--- src/rtl/enc66_pkg.sv ---
// Shared constants, types and helpers for the 64b/66b block encoder.
// Assumes eight byte lanes per block and 7-bit control codes.
package enc66_pkg;

    localparam int LANE_W = 8;
    localparam int CODE_W = 7;

    localparam logic [1:0] HDR_DATA = 2'b01;
    localparam logic [1:0] HDR_CTRL = 2'b10;

    localparam logic [7:0] CH_IDLE  = 8'h07;
    localparam logic [7:0] CH_ERR   = 8'hFE;
    localparam logic [7:0] CH_START = 8'hFB;
    localparam logic [7:0] CH_TERM  = 8'hFD;

    localparam logic [6:0] CODE_IDLE = 7'h00;
    localparam logic [6:0] CODE_ERR  = 7'h1E;

    localparam logic [7:0] TYPE_ALLCTL = 8'h1E;
    localparam logic [7:0] TYPE_START0 = 8'h78;
    localparam logic [7:0] TYPE_START4 = 8'h33;

    // Per-lane decode result
    typedef struct packed {
        logic       is_data;
        logic       is_code;
        logic       is_start;
        logic       is_term;
        logic [6:0] code;
    } lane_info_t;

    // Block type for a terminate in lane k
    function automatic logic [7:0] term_type(input int k);
        case (k)
            0:       return 8'h87;
            1:       return 8'h99;
            2:       return 8'hAA;
            3:       return 8'hB4;
            4:       return 8'hCC;
            5:       return 8'hD2;
            6:       return 8'hE1;
            default: return 8'hFF;
        endcase
    endfunction

endpackage

--- src/rtl/enc66_lane_decode.sv ---
// Classifies one byte lane as data, idle/error control, start, terminate
// or unknown control. Purely combinational; assumes the flag is per lane.
module enc66_lane_decode
    import enc66_pkg::*;
(
    input  logic [7:0] lane_byte,
    input  logic       lane_ctl,
    output lane_info_t info
);

    // Decode one lane into its class flags and 7-bit code
    always_comb begin
        info          = '0;
        info.is_data  = !lane_ctl;
        info.is_code  = lane_ctl && (lane_byte == CH_IDLE || lane_byte == CH_ERR);
        info.is_start = lane_ctl && (lane_byte == CH_START);
        info.is_term  = lane_ctl && (lane_byte == CH_TERM);
        info.code     = (lane_byte == CH_IDLE) ? CODE_IDLE : CODE_ERR;
    end

endmodule

--- src/rtl/enc66_classify.sv ---
// Stage 1: maps a 72-bit input into a sync header and unscrambled payload.
// Illegal patterns become the error block. One register stage; the output
// holds its last value when no valid input arrives.
module enc66_classify
    import enc66_pkg::*;
#(
    parameter int DATA_W = 64,
    localparam int LANES = DATA_W / LANE_W
) (
    input  logic              clk,
    input  logic              rst_n,
    input  logic              in_valid,
    input  logic [DATA_W-1:0] in_data,
    input  logic [LANES-1:0]  in_ctrl,
    output logic              enc_valid,
    output logic [1:0]        enc_header,
    output logic [DATA_W-1:0] enc_payload
);

    localparam int START4_LANE = LANES / 2;

    lane_info_t        li [LANES];
    logic [LANES-1:0]  code_ok;
    logic [1:0]        nxt_hdr;
    logic [DATA_W-1:0] nxt_pay;
    logic [DATA_W-1:0] err_pay;

    genvar g;
    generate
        for (g = 0; g < LANES; g++) begin : g_lane
            enc66_lane_decode u_lane (
                .lane_byte (in_data[LANE_W*g +: LANE_W]),
                .lane_ctl  (in_ctrl[g]),
                .info      (li[g])
            );
            assign code_ok[g] = li[g].is_code;
        end
    endgenerate

    // Build the error block payload: all codes set to the error code
    always_comb begin
        err_pay = '0;
        err_pay[7:0] = TYPE_ALLCTL;
        for (int m = 0; m < LANES; m++) begin
            err_pay[LANE_W + CODE_W*m +: CODE_W] = CODE_ERR;
        end
    end

    // Select the block shape and pack the payload
    always_comb begin
        logic             found;
        logic [LANES-1:0] hi_mask;
        logic [LANES-1:0] ctl_mask;
        found   = 1'b0;
        nxt_hdr = HDR_CTRL;
        nxt_pay = err_pay;
        hi_mask = '0;
        ctl_mask = '0;
        if (in_ctrl == '0) begin
            nxt_hdr = HDR_DATA;
            nxt_pay = in_data;
        end else if (&code_ok) begin
            nxt_pay = '0;
            nxt_pay[7:0] = TYPE_ALLCTL;
            for (int m = 0; m < LANES; m++) begin
                nxt_pay[LANE_W + CODE_W*m +: CODE_W] = li[m].code;
            end
        end else if (in_ctrl == LANES'(1) && li[0].is_start) begin
            nxt_pay = {in_data[DATA_W-1:LANE_W], TYPE_START0};
        end else if (in_ctrl == LANES'((1 << (START4_LANE + 1)) - 1)
                     && li[START4_LANE].is_start
                     && (&code_ok[START4_LANE-1:0])) begin
            nxt_pay = '0;
            nxt_pay[7:0] = TYPE_START4;
            for (int m = 0; m < START4_LANE; m++) begin
                nxt_pay[LANE_W + CODE_W*m +: CODE_W] = li[m].code;
            end
            nxt_pay[DATA_W-1:LANE_W*(START4_LANE+1)] =
                in_data[DATA_W-1:LANE_W*(START4_LANE+1)];
        end else begin
            for (int k = 0; k < LANES; k++) begin
                ctl_mask = {LANES{1'b1}} << k;
                hi_mask  = {LANES{1'b1}} << (k + 1);
                if (!found && in_ctrl == ctl_mask && li[k].is_term
                    && ((code_ok & hi_mask) == hi_mask)) begin
                    found   = 1'b1;
                    nxt_pay = '0;
                    nxt_pay[7:0] = term_type(k);
                    for (int j = 0; j < LANES; j++) begin
                        if (j < k) begin
                            nxt_pay[LANE_W + LANE_W*j +: LANE_W] = in_data[LANE_W*j +: LANE_W];
                        end
                    end
                    for (int m = 0; m < LANES; m++) begin
                        if (m > k) begin
                            nxt_pay[LANE_W + CODE_W*m +: CODE_W] = li[m].code;
                        end
                    end
                end
            end
        end
    end

    // Stage-1 register: capture the encoded block on valid input
    always_ff @(posedge clk) begin
        if (!rst_n) begin
            enc_valid   <= 1'b0;
            enc_header  <= HDR_CTRL;
            enc_payload <= '0;
        end else begin
            enc_valid <= in_valid;
            if (in_valid) begin
                enc_header  <= nxt_hdr;
                enc_payload <= nxt_pay;
            end
        end
    end

    // a data header only ever follows an input with no control flags
    p_data_hdr_r2: assert property (@(posedge clk) disable iff (!rst_n)
        enc_valid |-> ((enc_header == HDR_DATA) == ($past(in_ctrl) == '0)));

    // type 0x78 only comes from a start character in lane 0
    p_start0_src_r4: assert property (@(posedge clk) disable iff (!rst_n)
        (enc_valid && enc_header == HDR_CTRL && enc_payload[7:0] == TYPE_START0)
        |-> ($past(in_data[7:0]) == CH_START && $past(in_ctrl) == LANES'(1)));

    // a data block carries the input bytes unchanged
    p_data_pass_r1: assert property (@(posedge clk) disable iff (!rst_n)
        (enc_valid && enc_header == HDR_DATA) |-> (enc_payload == $past(in_data)));

endmodule

--- src/rtl/enc66_scrambler.sv ---
// Stage 2: multiplicative self-synchronizing scrambler over the payload,
// header passed around it. State advances only on valid blocks. Assumes
// the taps lie inside the state.
module enc66_scrambler #(
    parameter int DATA_W = 64,
    parameter int SCR_LEN = 58,
    parameter int TAP_A = 39
) (
    input  logic              clk,
    input  logic              rst_n,
    input  logic              enc_valid,
    input  logic [1:0]        enc_header,
    input  logic [DATA_W-1:0] enc_payload,
    output logic              out_valid,
    output logic [1:0]        out_header,
    output logic [DATA_W-1:0] out_payload
);

    localparam int IDX_A = TAP_A - 1;
    localparam int IDX_B = SCR_LEN - 1;

    logic [SCR_LEN-1:0] state;
    logic [SCR_LEN-1:0] nxt_state;
    logic [DATA_W-1:0]  scr;

    // Scramble all payload bits LSB first within one cycle
    always_comb begin
        logic [SCR_LEN-1:0] s;
        s   = state;
        scr = '0;
        for (int i = 0; i < DATA_W; i++) begin
            scr[i] = enc_payload[i] ^ s[IDX_A] ^ s[IDX_B];
            s      = {s[SCR_LEN-2:0], scr[i]};
        end
        nxt_state = s;
    end

    // Stage-2 register and scrambler state update
    always_ff @(posedge clk) begin
        if (!rst_n) begin
            state       <= '1;
            out_valid   <= 1'b0;
            out_header  <= 2'b10;
            out_payload <= '0;
        end else begin
            out_valid <= enc_valid;
            if (enc_valid) begin
                state       <= nxt_state;
                out_header  <= enc_header;
                out_payload <= scr;
            end
        end
    end

    // scrambler state holds while no block is presented
    p_state_hold_r9: assert property (@(posedge clk) disable iff (!rst_n)
        !$past(enc_valid) |-> $stable(state));

    // the newest state bit equals the last scrambled payload bit
    p_state_tail_r8: assert property (@(posedge clk) disable iff (!rst_n)
        ($past(enc_valid) && out_valid) |-> (state[0] == out_payload[DATA_W-1]));

endmodule

--- src/rtl/pcs_block_encoder.sv ---
// Top: two-stage 64b/66b block encoder (classify, then scramble).
// Input is one 72-bit word per cycle; output is header plus scrambled
// payload two cycles later with a matching valid.
module pcs_block_encoder #(
    parameter int DATA_W = 64,
    parameter int SCR_LEN = 58,
    parameter int TAP_A = 39,
    localparam int LANES = DATA_W / 8
) (
    input  logic              clk,
    input  logic              rst_n,
    input  logic              in_valid,
    input  logic [DATA_W-1:0] in_data,
    input  logic [LANES-1:0]  in_ctrl,
    output logic              out_valid,
    output logic [1:0]        out_header,
    output logic [DATA_W-1:0] out_payload
);

    logic              s1_valid;
    logic [1:0]        s1_header;
    logic [DATA_W-1:0] s1_payload;

    enc66_classify #(
        .DATA_W (DATA_W)
    ) u_classify (
        .clk         (clk),
        .rst_n       (rst_n),
        .in_valid    (in_valid),
        .in_data     (in_data),
        .in_ctrl     (in_ctrl),
        .enc_valid   (s1_valid),
        .enc_header  (s1_header),
        .enc_payload (s1_payload)
    );

    enc66_scrambler #(
        .DATA_W  (DATA_W),
        .SCR_LEN (SCR_LEN),
        .TAP_A   (TAP_A)
    ) u_scramble (
        .clk         (clk),
        .rst_n       (rst_n),
        .enc_valid   (s1_valid),
        .enc_header  (s1_header),
        .enc_payload (s1_payload),
        .out_valid   (out_valid),
        .out_header  (out_header),
        .out_payload (out_payload)
    );

    // only the two legal sync values ever leave the block
    p_hdr_legal_r2: assert property (@(posedge clk) disable iff (!rst_n)
        out_valid |-> (out_header == 2'b01 || out_header == 2'b10));

    // every encoded block reaches the output one cycle later
    p_stage_follow_r9: assert property (@(posedge clk) disable iff (!rst_n)
        s1_valid |=> out_valid);

    // no output without an encoded block the cycle before
    p_no_spurious_r9: assert property (@(posedge clk) disable iff (!rst_n)
        out_valid |-> $past(s1_valid));

    // the header is carried through the scrambler stage unchanged
    p_hdr_bypass_r2: assert property (@(posedge clk) disable iff (!rst_n)
        out_valid |-> (out_header == $past(s1_header)));

endmodule

--- config.mk ---
export PLATFORM = sky130hd
export DESIGN_NAME = pcs_block_encoder
export DESIGN_NICKNAME = d
export VERILOG_FILES = /design/src/rtl/enc66_pkg.sv /design/src/rtl/enc66_lane_decode.sv /design/src/rtl/enc66_classify.sv /design/src/rtl/enc66_scrambler.sv /design/src/rtl/pcs_block_encoder.sv
export SDC_FILE = /design/constraint.sdc
export NUM_CORES = 1
export LEC_CHECK = 0
export BUFFER_PORTS_ARGS = -buffer_cell sky130_fd_sc_hd__buf_2
export CAP_MARGIN = 20
export CELL_PAD_IN_SITES_DETAIL_PLACEMENT = 0
export CELL_PAD_IN_SITES_GLOBAL_PLACEMENT = 2
export CORE_MARGIN = 2
export CORE_UTILIZATION = 31
export CTS_CLUSTER_SIZE = 28
export DETAILED_ROUTE_END_ITERATION = 12
export PLACE_DENSITY = 0.75
export SLEW_MARGIN = 20
export SYNTH_ARGS = -nofsm -noshare
export SYNTH_HDL_FRONTEND = slang
export SYNTH_SLANG_ARGS = --single-unit
--- constraint.sdc ---
create_clock -name clk -period 2.64 [get_ports clk]
set_clock_uncertainty 0.05 [all_clocks]
set_input_delay 0.528 -clock clk [delete_from_list [all_inputs] [get_ports clk]]
set_output_delay 0.528 -clock clk [all_outputs]
set_load 0.03 [all_outputs]
**Word level (Yosys, flattened, before mapping)**

Index checks and enable logic that the tools add are counted.
Widths: inputs -> output; s select.

- Register bits: 192
- Bits of input ports: 75
- Output and inout port bits: 67
- Logic and storage cells: 294

- Equality and inequality tests: 42
- Multiplexer cells: 56
- Bitwise logic cells: 128
- Reductions and logical operators: 61

Operators with widths:

| kind | count |
|---|---|
| $mux 62 | 7 |
| $mux 64 | 5 |
| $eq 8x8->1 const B | 26 |
| $xor 1x1->1 | 128 |
| $eq 8x3->1 const B | 8 |
| $logic_and 1x1->1 | 43 |
| $mux 5 | 8 |
| $mux 1 | 35 |
| $eq 8x1->1 const B | 1 |
| $eq 8x5->1 const B | 1 |
| $logic_not 8->1 | 1 |
| $logic_or 1x1->1 | 8 |
| $reduce_and 8->1 | 1 |
| $eq 7x7->1 const B | 1 |
| $logic_not 1->1 | 7 |
| $eq 6x6->1 const B | 1 |
| $eq 5x5->1 const B | 1 |
| $eq 4x4->1 const B | 1 |
| $reduce_and 4->1 | 1 |
| $eq 3x3->1 const B | 1 |
| $eq 2x2->1 const B | 1 |
| $mux 2 | 1 |

**Logic depth before layout (Yosys ltp)**

Gate-level depths: netlist (run 1).

- Depth in word-level cells: 72
- Gate-level depth with buffers: 11
- Depth with buffers taken out: 8

**Modules after synthesis**

A second synthesis (run 1) with hierarchy kept.

- Cells, all modules: 1340
- Area, all modules: 11589.9 µm²

Modules (own cells, without submodules):

| module | instances | cells an instance | area each (µm²) | seq. area each (µm²) |
|---|---|---|---|---|
| enc66_scrambler | 1 | 591 | 5959.5 | 2502.4 |
| enc66_classify | 1 | 605 | 4639.4 | 1341.3 |
| enc66_lane_decode | 8 | 18 | 123.9 | 0.0 |

**Least setup slack after synthesis (run 1)**

Ideal clock, no wire load.

- Kind: input -> register
- Start: in in_data[19]
- End: reg u_classify.enc_payload[46]
- Setup time: 134 ps
- Data arrival time: 2684 ps
- Required time: 2456 ps
- Setup slack: -228 ps
- Stages on the path: 9
- Buffers on the path: 1
- Path through: or4_4 nor4_4 o221ai_2 or3_1 buf_2 nor2_4 nor3_1 o21ai_0 o22ai_1

- Cells in the longest elaborated chain, start to end: 72
- Elaborated cells between the ends (all ways): 86
- Those cells by class: eq/ne (5); mux (47); reduce/logical (34)

RTL lines:

| element | RTL line | source |
|---|---|---|
| start, declared | pcs_block_encoder.sv:13 | `input logic [DATA_W-1:0] in_data,` |
| $eq 8x3->1 or $eq 8x8->1 (tied branches) | enc66_lane_decode.sv:15 | `info.is_code = lane_ctl && (lane_byte == CH_IDLE \|\| lane_byte == CH_ERR);` |
| $logic_or 1x1->1 | enc66_lane_decode.sv:15 |  |
| $logic_and 1x1->1 | enc66_lane_decode.sv:15 |  |
| $eq 7x7->1 | enc66_classify.sv:85 | `&& ((code_ok & hi_mask) == hi_mask)) begin` |
| $logic_and 1x1->1 | enc66_classify.sv:85 |  |
| $mux 1 | enc66_classify.sv:84 | `if (!found && in_ctrl == ctl_mask && li[k].is_term` |
| $mux 1 | enc66_classify.sv:70 | `end else if (in_ctrl == LANES'((1 << (START4_LANE + 1)) - 1)` |
| $mux 1 | enc66_classify.sv:68 | `end else if (in_ctrl == LANES'(1) && li[0].is_start) begin` |
| (+55 left out) | - |  |
| $mux 1 | enc66_classify.sv:59 | `if (in_ctrl == '0) begin` |
| $logic_not 1->1 | enc66_classify.sv:84 |  |
| $logic_and 1x1->1 (2 in series) | enc66_classify.sv:84 |  |
| $mux 64 | enc66_classify.sv:84 |  |
| $mux 64 | enc66_classify.sv:70 |  |
| $mux 64 | enc66_classify.sv:68 |  |
| $mux 64 * | enc66_classify.sv:62 | `end else if (&code_ok) begin` |
| $mux 64 * | enc66_classify.sv:59 |  |
| end signal, assigned | enc66_classify.sv:114 | `enc_payload <= nxt_pay;` |
| end, declared | enc66_classify.sv:17 | `output logic [DATA_W-1:0] enc_payload` |

Every way passes the cells marked *; elsewhere a longest branch is shown, timed or not. The select of a mux whose other input is x is not followed.
A chain may end at the register's enable or synchronous reset.

**Worst setup path in the final report (run 1)**

- Start: in in_data[23]
- End: reg u_classify.enc_payload[15]

Same word-level chain as after synthesis.

==> out/metrics.csv, run 1 <==
metric,value,unit
Critical Path Sink Type,register,
Max-slew headroom,47.7,%
Via Count,10500,
Pwr Density,530,nW/µm²
internal power,5.07,mW
initial antenna violation count,0,
Post-Route WL,42.4,mm
number of synthesized flops with an enable pin,0,
GP Congestion,0.907,
number of max-cap violations,0,
top cell type's share of synthesized area,37.7,%
share of total power in the clock network,33.7,%
main area contributors after synthesis,"dfxtp_1 (38%), xnor2_1 (9.4%), a21oi_1 (7.6%), nand2b_1 (7.3%), nand2_1 (4.9%)",
"Avg Cell Area, Syn",7.98,µm²
Via density,5.09,
WS Path Type,input port to register,
syn nets,1354,
"Reg clk slew, reported paths",0.07,ns
CTS Sinks,192,
vias in the first global route,9907,
fmax,379,MHz
first-pass GRT wire length,62.2,mm
Die W,185,µm
Hold Crit Start,in_data[12],
DR pass1 iterations,5,
Setup Viol. Count Final,0,
Worst R2R Start,u_classify.enc_payload[23],
outcome,"complete, no violations",
"Seq/Total Area, Yosys",37.7,%
Avg WL per Cell,20.6,µm
"Clk Latency, worst-skew pair",0.44,ns
Leak,5.76,nW
final hold slack,0.398,ns
async set-reset flop share out of synthesis,0,%
share of layout cells above drive strength 1,29.1,%
fillers,3367,
largest net degree at the start of global routing,89,
Root Driver,clkbuf_16,
GRT overflow,0,
Hold Path Class,input port to register,
placed cells,2018,
area occupied by multi-input gates,6340,µm²
H-tree levels,4,
Layout Area Growth over Synthesis,36.8,%
"most common cell after layout, fill and taps aside",buf_4,
IO Pins,142,
ANT nets after route,0,
main flop type after synthesis,dfxtp_1,
# diodes,0,
Yosys Warn Count,0,
Port Buffers,141,
switching share of power,31.5,%
final period utilization,99.9,%
FF+latch area,3850,µm²
"critical path fanouts, max",4,
DRC viols,0,
mapped cell area,10200,µm²
fin crit period,2.64,ns
Final nets,1677,
die height,185,µm
DIE AREA,34400,µm²
hpwl dp,33.2,mm
core area,32500,µm²
CTS Hold Buffers Added,0,
NetSw,2.33,mW
Min-Delay Endpoint,u_classify.enc_payload[20],
Inserted Clock Buffers,17,
worst r2r path cells,5,
Critical Path AT,2.87,ns
reg2reg end,u_scramble.out_payload[62],
Fin. Hold Viols,0,
Logic pwr share,21.4,%
crit path launch type,input port,
DR iter-0 viols,712,
sequential power share,44.8,%
Mapped Cells,1279,
initial core utilization,31.4,%
Pwr Total,7.40,mW
"area leader, netlist",dfxtp_1,
fin. max-slew vios,0,
FF-to-FF setup slack,0.89,ns
flip-flop and latch count after synthesis,192,
Tightest Pin Transition,0.784,ns
CTS tree,done,
"commonest cells after routing, fill and taps aside","buf_4 (221), dfxtp_1 (191), a21oi_1 (147)",
Rows,66,
WHS Path Cells,4,
Final Non-Filler Cells,2056,
RSZ-0062 raised after global routing,yes,
Tot GR Track Use,24.5,%
clk buf depth,2,
CP required,2.88,ns
Synth cell types,65,
worst vdd ir,0.475,mV
-- area by class of cell --
type                       instances  share of cell area, %
timing repair buffer             376                   18.8
multi-input combinational       1001                   45.4
tap                              442                   3.96
sequential                       192                   27.6
inverter                          14                  0.385
clock buffer                      19                   3.10
clock inverter                    12                  0.798
-- synth_stat cells (all sizes together), types with 3 or more instances --
| cell | n |
|---|---|
| and3 | 32 |
| a221o | 5 |
| nor4 | 16 |
| o211a | 3 |
| clkbuf | 65 |
| a21oi | 154 |
| a211oi | 5 |
| nand4b | 5 |
| or3 | 10 |
| xor2 | 18 |
| mux2i | 8 |
| a22oi | 15 |
| nor2 | 82 |
| a22o | 4 |
| a2111oi | 4 |
| inv | 14 |
| or4 | 6 |
| a221oi | 3 |
| or2 | 5 |
| a31oi | 4 |
| and2 | 4 |
| buf | 7 |
| and4 | 5 |
| nand2 | 132 |
| nand4 | 16 |
| o211ai | 6 |
| o31ai | 4 |
| nor3 | 20 |
| a21o | 8 |
| o21a | 19 |
| dfxtp | 192 |
| nand2b | 119 |
| a31o | 3 |
| xnor2 | 110 |
| nor2b | 4 |
| o2111ai | 3 |
| nand3b | 4 |
| o22ai | 22 |
| o21ai | 45 |
| o21bai | 3 |
| nand3 | 80 |
-- flip-flops by register name, summed over array words and instances, names as in the netlist --
name and flops:
u_classify.enc_payload 64, u_scramble.out_payload 64, u_scramble.state 58, u_classify.enc_header 2
u_scramble.out_header 2, u_classify.enc_valid 1, u_scramble.out_valid 1
-- per-stage QoR --
step	utilization, %	setup TNS [ns]	setup slack [ns]	area (µm²)
after floorplan	-	-5.85	-0.174	10200
after global placement	40.1	-32.45	-0.615	13000
after detailed placement	40.1	-36.33	-0.682	13000
after CTS	42.0	-0.0130	-0.00787	13600
after global routing	43.0	-0.299	-0.0682	14000
final	43.0	0	0.00217	14000
-- worst max path at each step --
stage | from | slack, ns | depth (start not counted) | to
2_1_floorplan | in_data[22] | -0.17 | 9 | u_classify.enc_payload[48]
3_3_place_gp | in_data[28] | -0.62 | 11 | u_classify.enc_payload[22]
3_5_place_dp | in_data[61] | -0.68 | 11 | u_classify.enc_payload[5]
4_1_cts | in_data[52] | -0.008 | 12 | u_classify.enc_payload[22]
5_1_grt | in_data[60] | -0.07 | 10 | u_classify.enc_payload[40]
6_report | in_data[23] | 0.002 | 11 | u_classify.enc_payload[15]
-- power by group through the flow --
| stage | Combinational [mW] | Sequential, mW | Clock (mW) |
|---|---|---|---|
| 5_1_grt | 1.72 | 3.34 | 2.66 |
| 4_1_cts | 1.58 | 3.32 | 2.54 |
| 2_1_floorplan | 0.807 | 3.45 | 0 |
| 6_report | 1.59 | 3.32 | 2.49 |
| 3_3_place_gp | 1.57 | 3.38 | 0 |
| 3_5_place_dp | 1.57 | 3.38 | 0 |
-- what timing repair did --
item                                    4_1_cts  5_1_grt
pin swaps                                     5       16
buffers inserted                              2        4
endpoints found under the setup margin       58       57
resized for setup                            15       57
gates cloned                                  0        1
hold endpoints to repair                      0        0
-- critical path, stage by stage --
cell and delay (ns):
buf_2 0.19, nand4_1 0.27, nor3_1 0.45, o221ai_2 0.19
buf_4 0.19, nor4_4 0.36, or2_4 0.26, nor3_2 0.06
buf_4 0.17, a21oi_2 0.13, nor2_1 0.06
-- logic make-up after synthesis --
logic type                count (synthesis)  share of synthesized area (%)
AOI/OAI and AO/OA                       319                           19.1
xor gates and xnor gates                128                           11.0
buffers and inverters                    86                           3.31
DFF                                     192                           37.7
muxes                                     8                          0.785
and+or+nand+nor                         546                           28.2
-- metal layers --
| metal | part of all wire [%] | vias to the layer above | global-route usage, % |
|---|---|---|---|
| met2 | 47 | 270 | 40.2 |
| li1 | - | 5154 | - |
| met1 | 47 | 5005 | 33.8 |
| met4 | 2.4 | 0 | 7.27 |
| met3 | 3.6 | 38 | 2.58 |
| met5 | 0 | - | 0 |
(Power assumes the default switching activity.)
==> run 2, diff against run 1 <==
Settings changed: CORE_ASPECT_RATIO set to 0.6, CORE_UTILIZATION 31 to 34, PLACE_DENSITY 0.75 to 0.78.
Clock period 2.64 ns to 2.6 ns, I/O delays scaled along.
==> run 2 against run 1 <==
  * Largest power group unchanged
  * Wire length is 4.4% higher
  * Cell count is 1.5% lower
  * Via count is 2.9% higher
  * Non-clock buffer count is 3 higher
  * The flow now finishes with violations (setup timing)
  * Sequential power grew 2%
  * Register-to-register slack worse by 0.24 ns
  * Sequential cell count unchanged
  * Clock power rose by 27%
  * Power grew 11%
  * Utilization up 4.7 points
  * Die area decreased by 8.5%
  * Critical path depth fell by 1
==> out/metrics.csv, run 2 (synthesis gave the netlist of run 1 again) <==
metric,value,unit
fin crit period,2.62,ns
Via Count,10800,
fillers,2986,
NetSw,2.44,mW
vias in the first global route,10100,
CTS Sinks,192,
CP top delay family,simple AND/OR/NAND/NOR gates,
CP dominant cell by count,buf_6,
Worst path slowest cell,or4_4,
Pwr Density,581,nW/µm²
Avg WL per Cell,21.8,µm
ANT nets after route,0,
Regs by FF count,"u_classify.enc_payload: 64 flops, u_scramble.out_payload: 64 flops, u_scramble.state: 58 flops",
Post-Route WL,44.3,mm
GRT overflow,0,
"critical path fanouts, max",6,
Tot GR Track Use,28.3,%
GP Congestion,0.922,
clk buf depth,2,
crit path launch type,input port,
fin. max-slew vios,0,
DP Area,13000,µm²
CTS Hold Buffers Added,0,
CTS tree,done,
Die W,228,µm
Via density,5.32,
Leak,5.86,nW
largest net degree at the start of global routing,109,
CP required,2.92,ns
Tightest Pin Transition,0.973,ns
IO Pins,142,
reg2reg end,u_scramble.out_payload[61],
Worst R2R Start,u_scramble.state[16],
sequential power share,41.0,%
DIE AREA,31500,µm²
FF-to-FF setup slack,0.65,ns
internal power,5.79,mW
Final nets,1680,
initial antenna violation count,0,
initial core utilization,34.3,%
"Clk Latency, worst-skew pair",0.45,ns
fmax,382,MHz
DRC viols,0,
crit-path max cell delay,0.52,ns
Finished Cell Area,14200,µm²
outcome,"complete, but fails checks",
Setup Viol. Count Final,1,
core area,29700,µm²
Hold Path Class,input port to register,
worst r2r path cells,5,
worst-path cell chain,"buf_6, nand4_1, or4_4, a221o_2, or3_4, nor2_4, buf_6, nand3_4, and3_1, o22ai_1",
number of max-cap violations,0,
Fin. Hold Viols,0,
failing checks,setup timing,
Layout Area Growth over Synthesis,38.9,%
switching share of power,29.7,%
final period utilization,101,%
# diodes,0,
DR iter-0 viols,1041,
Worst setup startpoint,in_data[61],
Root Driver,clkbuf_16,
final worst slack,-0.0167,ns
Rows,49,
Worst Setup EP,u_classify.enc_payload[37],
worst vdd ir,0.401,mV
Critical Path Sink Type,register,
Max-slew headroom,34.7,%
setup TNS,-0.0167,ns
hpwl dp,34.9,mm
share of layout cells above drive strength 1,29.7,%
post-layout util,47.7,%
DR pass1 iterations,6,
WP depth,10,
RSZ-0062 raised after global routing,yes,
WS Path Type,input port to register,
Critical Path AT,2.93,ns
"commonest cells after routing, fill and taps aside","buf_4 (221), dfxtp_1 (191), a21oi_1 (144)",
Logic pwr share,20.6,%
share of total power in the clock network,38.4,%
"most common cell after layout, fill and taps aside",buf_4,
"Reg clk slew, reported paths",0.07,ns
Inserted Clock Buffers,17,
WP buf/inv,2,
H-tree levels,4,
Port Buffers,141,
die height,138,µm
first-pass GRT wire length,64.9,mm
-- run 2: cell types whose count changed in the layout (fill, tap and decap cells not counted), moves of 3 or more --
cell       delta
a21oi_1       -3
a21oi_2       +3
buf_12        +3
buf_2         -6
buf_6         +5
bufinv_16     +6
nor3_4        -3
nor4_2        +4
nor4_4        -3
-- run 2: worst reg2reg max path, cell delays in order (launching register included) --
cell     delay (ns)
dfxtp_1        0.50
xor2_1         0.30
xor2_1         0.63
xnor2_1        0.19
nand2_1        0.09
a21oi_1        0.12
-- run 2: per-layer routing --
layer  vias to the layer above  GRT usage (%)  part of all wire (%)
met1                      5174           43.8                    50
met4                         0           5.33                   1.2
met3                        38           8.82                   9.9
met5                         -              0                     0
li1                       5170              -                     -
met2                       388           37.8                    39
-- run 2: worst min path at each step --
stage	to	slack, ns	cells after the start	startpoint
global route	u_classify.enc_payload[9]	0.34	2	rst_n
finish	u_classify.enc_payload[9]	0.36	2	rst_n
detailed placement	u_scramble.out_payload[63]	0.41	2	u_scramble.out_payload[63]
CTS	u_classify.enc_payload[9]	0.34	2	rst_n
global placement	u_scramble.out_payload[56]	0.41	2	u_scramble.out_payload[56]
floorplan	u_scramble.out_header[1]	0.39	2	u_classify.enc_header[1]
-- run 2: cell type report --
| class | instances | area, µm² | share of cell area, % |
|---|---|---|---|
| inverters | 14 | 53.8 | 0.379 |
| well taps | 408 | 510 | 3.60 |
| multi-input cells | 1001 | 6350 | 44.8 |
| clock inverters | 13 | 256 | 1.81 |
| repair buffers | 379 | 2710 | 19.1 |
| clock buffers | 19 | 453 | 3.19 |
| flip-flops and latches | 192 | 3850 | 27.1 |
-- run 2: per-stage QoR --
step / hold slack (ns) / cells / setup slack [ns] / total power, mW
finish: 0.364 / 2026 / -0.0167 / 8.24
global route: 0.337 / 2026 / -0.0638 / 8.56
CTS: 0.335 / 2020 / 0.00250 / 8.23
detailed placement: 0.410 / 1987 / -0.638 / 5.07
global placement: 0.408 / 1987 / -0.582 / 5.06
floorplan: 0.390 / 1279 / -0.206 / 4.32
-- run 2: power by group through the flow --
stage,Combinational [mW],Sequential (mW),Clock (mW)
floorplan,0.819,3.50,0
global placement,1.62,3.44,0
detailed placement,1.63,3.44,0
CTS,1.64,3.37,3.22
global route,1.82,3.39,3.35
finish,1.69,3.38,3.17
-- run 2: timing repair --
action / in CTS / in global routing
pin swaps: 6 / 22
gates resized for setup: 4 / 81
setup buffers: 1 / 6
endpoints found under the setup margin: 47 / 53
==> run 3, diff against run 2 <==
Settings changed: CORE_UTILIZATION 34 to 30, HOLD_SLACK_MARGIN set to 0.03, PLACE_DENSITY 0.78 to 0.7.
==> run 3 against run 2 <==
  * The run still ends with setup timing left
  * Non-clock buffer count rose by 8
  * Sequential cell count did not move
  * Register-to-register slack got worse by 0.04 ns
  * Worst hold slack improved by 0.018 ns
  * Sequential share of layout area rose by 0.16 points
  * Cell count rose by 2.9%
  * Utilization fell by 5.7 points
  * Setup slack got worse by 0.014 ns
  * Count of clock-buffer cells in the layout fell by 1
  * First-iteration DRC count fell by 2.2%
  * Critical endpoint is now u_classify.enc_payload[23]
  * Largest power group unchanged
  * Highest routed layer unchanged
==> out/metrics.csv, run 3 (synthesis gave the netlist of run 1 again) <==
metric,value,unit
outcome,"complete, but fails checks",
failing checks,setup timing,
first-pass GRT wire length,67.4,mm
Root Driver,clkbuf_16,
Min-Delay Endpoint,u_classify.enc_payload[21],
final period utilization,101,%
FF-to-FF setup slack,0.61,ns
Setup Viol. Count Final,1,
Worst R2R Start,u_scramble.state[16],
"Reg clk slew, reported paths",0.07,ns
Inserted Clock Buffers,17,
Hold Path Class,input port to register,
Hold Crit Start,in_data[13],
ANT nets after route,0,
"Clk Latency, worst-skew pair",0.46,ns
Die W,242,µm
Via density,5.21,
Layout Area Growth over Synthesis,38.1,%
DR iter-0 viols,1018,
CTS Hold Buffers Added,0,
largest net degree at the start of global routing,85,
"commonest cells after routing, fill and taps aside","buf_4 (232), dfxtp_1 (191), a21oi_1 (151)",
crit path launch type,input port,
WHS Path Cells,4,
CP required,2.92,ns
Leak,5.81,nW
die height,147,µm
Avg WL per Cell,22.1,µm
GP Congestion,0.936,
Critical Path Sink Type,register,
vias in the first global route,10000,
# diodes,0,
worst vdd ir,0.517,mV
core area,33600,µm²
clk buf depth,2,
WS Path Type,input port to register,
Via Count,10900,
Critical Path AT,2.95,ns
H-tree levels,4,
number of max-cap violations,0,
post-layout util,42.0,%
reg2reg end,u_scramble.out_payload[61],
fin crit period,2.63,ns
fin. max-slew vios,0,
DR pass1 iterations,5,
Rows,52,
DIE AREA,35600,µm²
"critical path fanouts, max",6,
RSZ-0062 raised after global routing,yes,
CTS tree,done,
DRC viols,0,
Tightest Pin Transition,0.920,ns
hpwl dp,36.5,mm
IO Pins,142,
Regs by FF count,"u_classify.enc_payload: 64 flops, u_scramble.out_payload: 64 flops, u_scramble.state: 58 flops",
Port Buffers,141,
dpl ws,-0.623,ns
worst r2r path cells,5,
final worst slack,-0.0308,ns
Max-slew headroom,38.2,%
initial antenna violation count,0,
Fin. Hold Viols,0,
fmax,380,MHz
share of layout cells above drive strength 1,29.8,%
Tot GR Track Use,25.7,%
"most common cell after layout, fill and taps aside",buf_4,
initial core utilization,30.4,%
Post-Route WL,46.2,mm
CTS Sinks,192,
Pwr Density,554,nW/µm²
GRT overflow,0,
Final nets,1688,
run 3: worst max-delay path by stage:
stage | startpoint | slack, ns | end | depth (start not counted)
floorplan | in_data[22] | -0.21 | u_classify.enc_payload[48] | 9
global placement | in_data[22] | -0.57 | u_classify.enc_payload[42] | 9
detailed placement | in_data[22] | -0.62 | u_classify.enc_payload[46] | 9
CTS | in_data[60] | 0.005 | u_classify.enc_payload[16] | 12
global route | in_data[29] | -0.08 | u_classify.enc_payload[40] | 13
finish | in_data[61] | -0.03 | u_classify.enc_payload[23] | 11
run 3: what timing repair did:
item,in CTS,in global routing
endpoints found under the setup margin,50,59
resized for setup,6,80
pin swaps,5,27
setup buffers,4,5
run 3: area by class of cell:
cell class	count	area [µm²]
inverters	14	53.8
clock buffers	18	429
repair buffers	387	2710
well taps	459	574
multi-input cells	1001	6330
clock inverters	14	156
fillers	3542	19500
flip-flops and latches	192	3850
run 3: stage by stage:
stage	cells	instance area, µm²	setup TNS [ns]	hold slack (ns)	total power [mW]
floorplan	1279	10200	-7.50	0.390	4.32
global placement	2045	13100	-31.42	0.406	5.10
detailed placement	2045	13100	-33.97	0.410	5.10
CTS	2081	13700	0	0.344	7.83
global route	2085	14100	-1.41	0.378	8.12
finish	2085	14100	-0.0308	0.381	7.81
run 3: power breakdown:
group | leakage [nW] | total [mW] | internal (mW) | switching (mW)
clock network | 0.280 | 2.72 | 1.43 | 1.28
logic | 3.95 | 1.72 | 0.685 | 1.03
registers | 1.58 | 3.37 | 3.15 | 0.220
total | 5.81 | 7.81 | 5.27 | 2.54
run 3: routing by layer:
layer	wire [µm]	up-vias	global-route usage, %	share of wire (%)
li1	-	5177	-	-
met2	17900	351	34.5	39
met3	3610	31	5.68	7.8
met1	24100	5294	40.9	52
met4	477	0	5.22	1.0
met5	0	-	0	0
run 3: worst max-delay path: stages:
cell      delay (ns)
buf_6           0.07
nand4_1         0.12
or4_4           0.57
a221o_2         0.47
or3_4           0.44
nor2_4          0.20
buf_6           0.14
buf_6           0.10
a221o_1         0.13
o211ai_1        0.08
o31ai_1         0.10
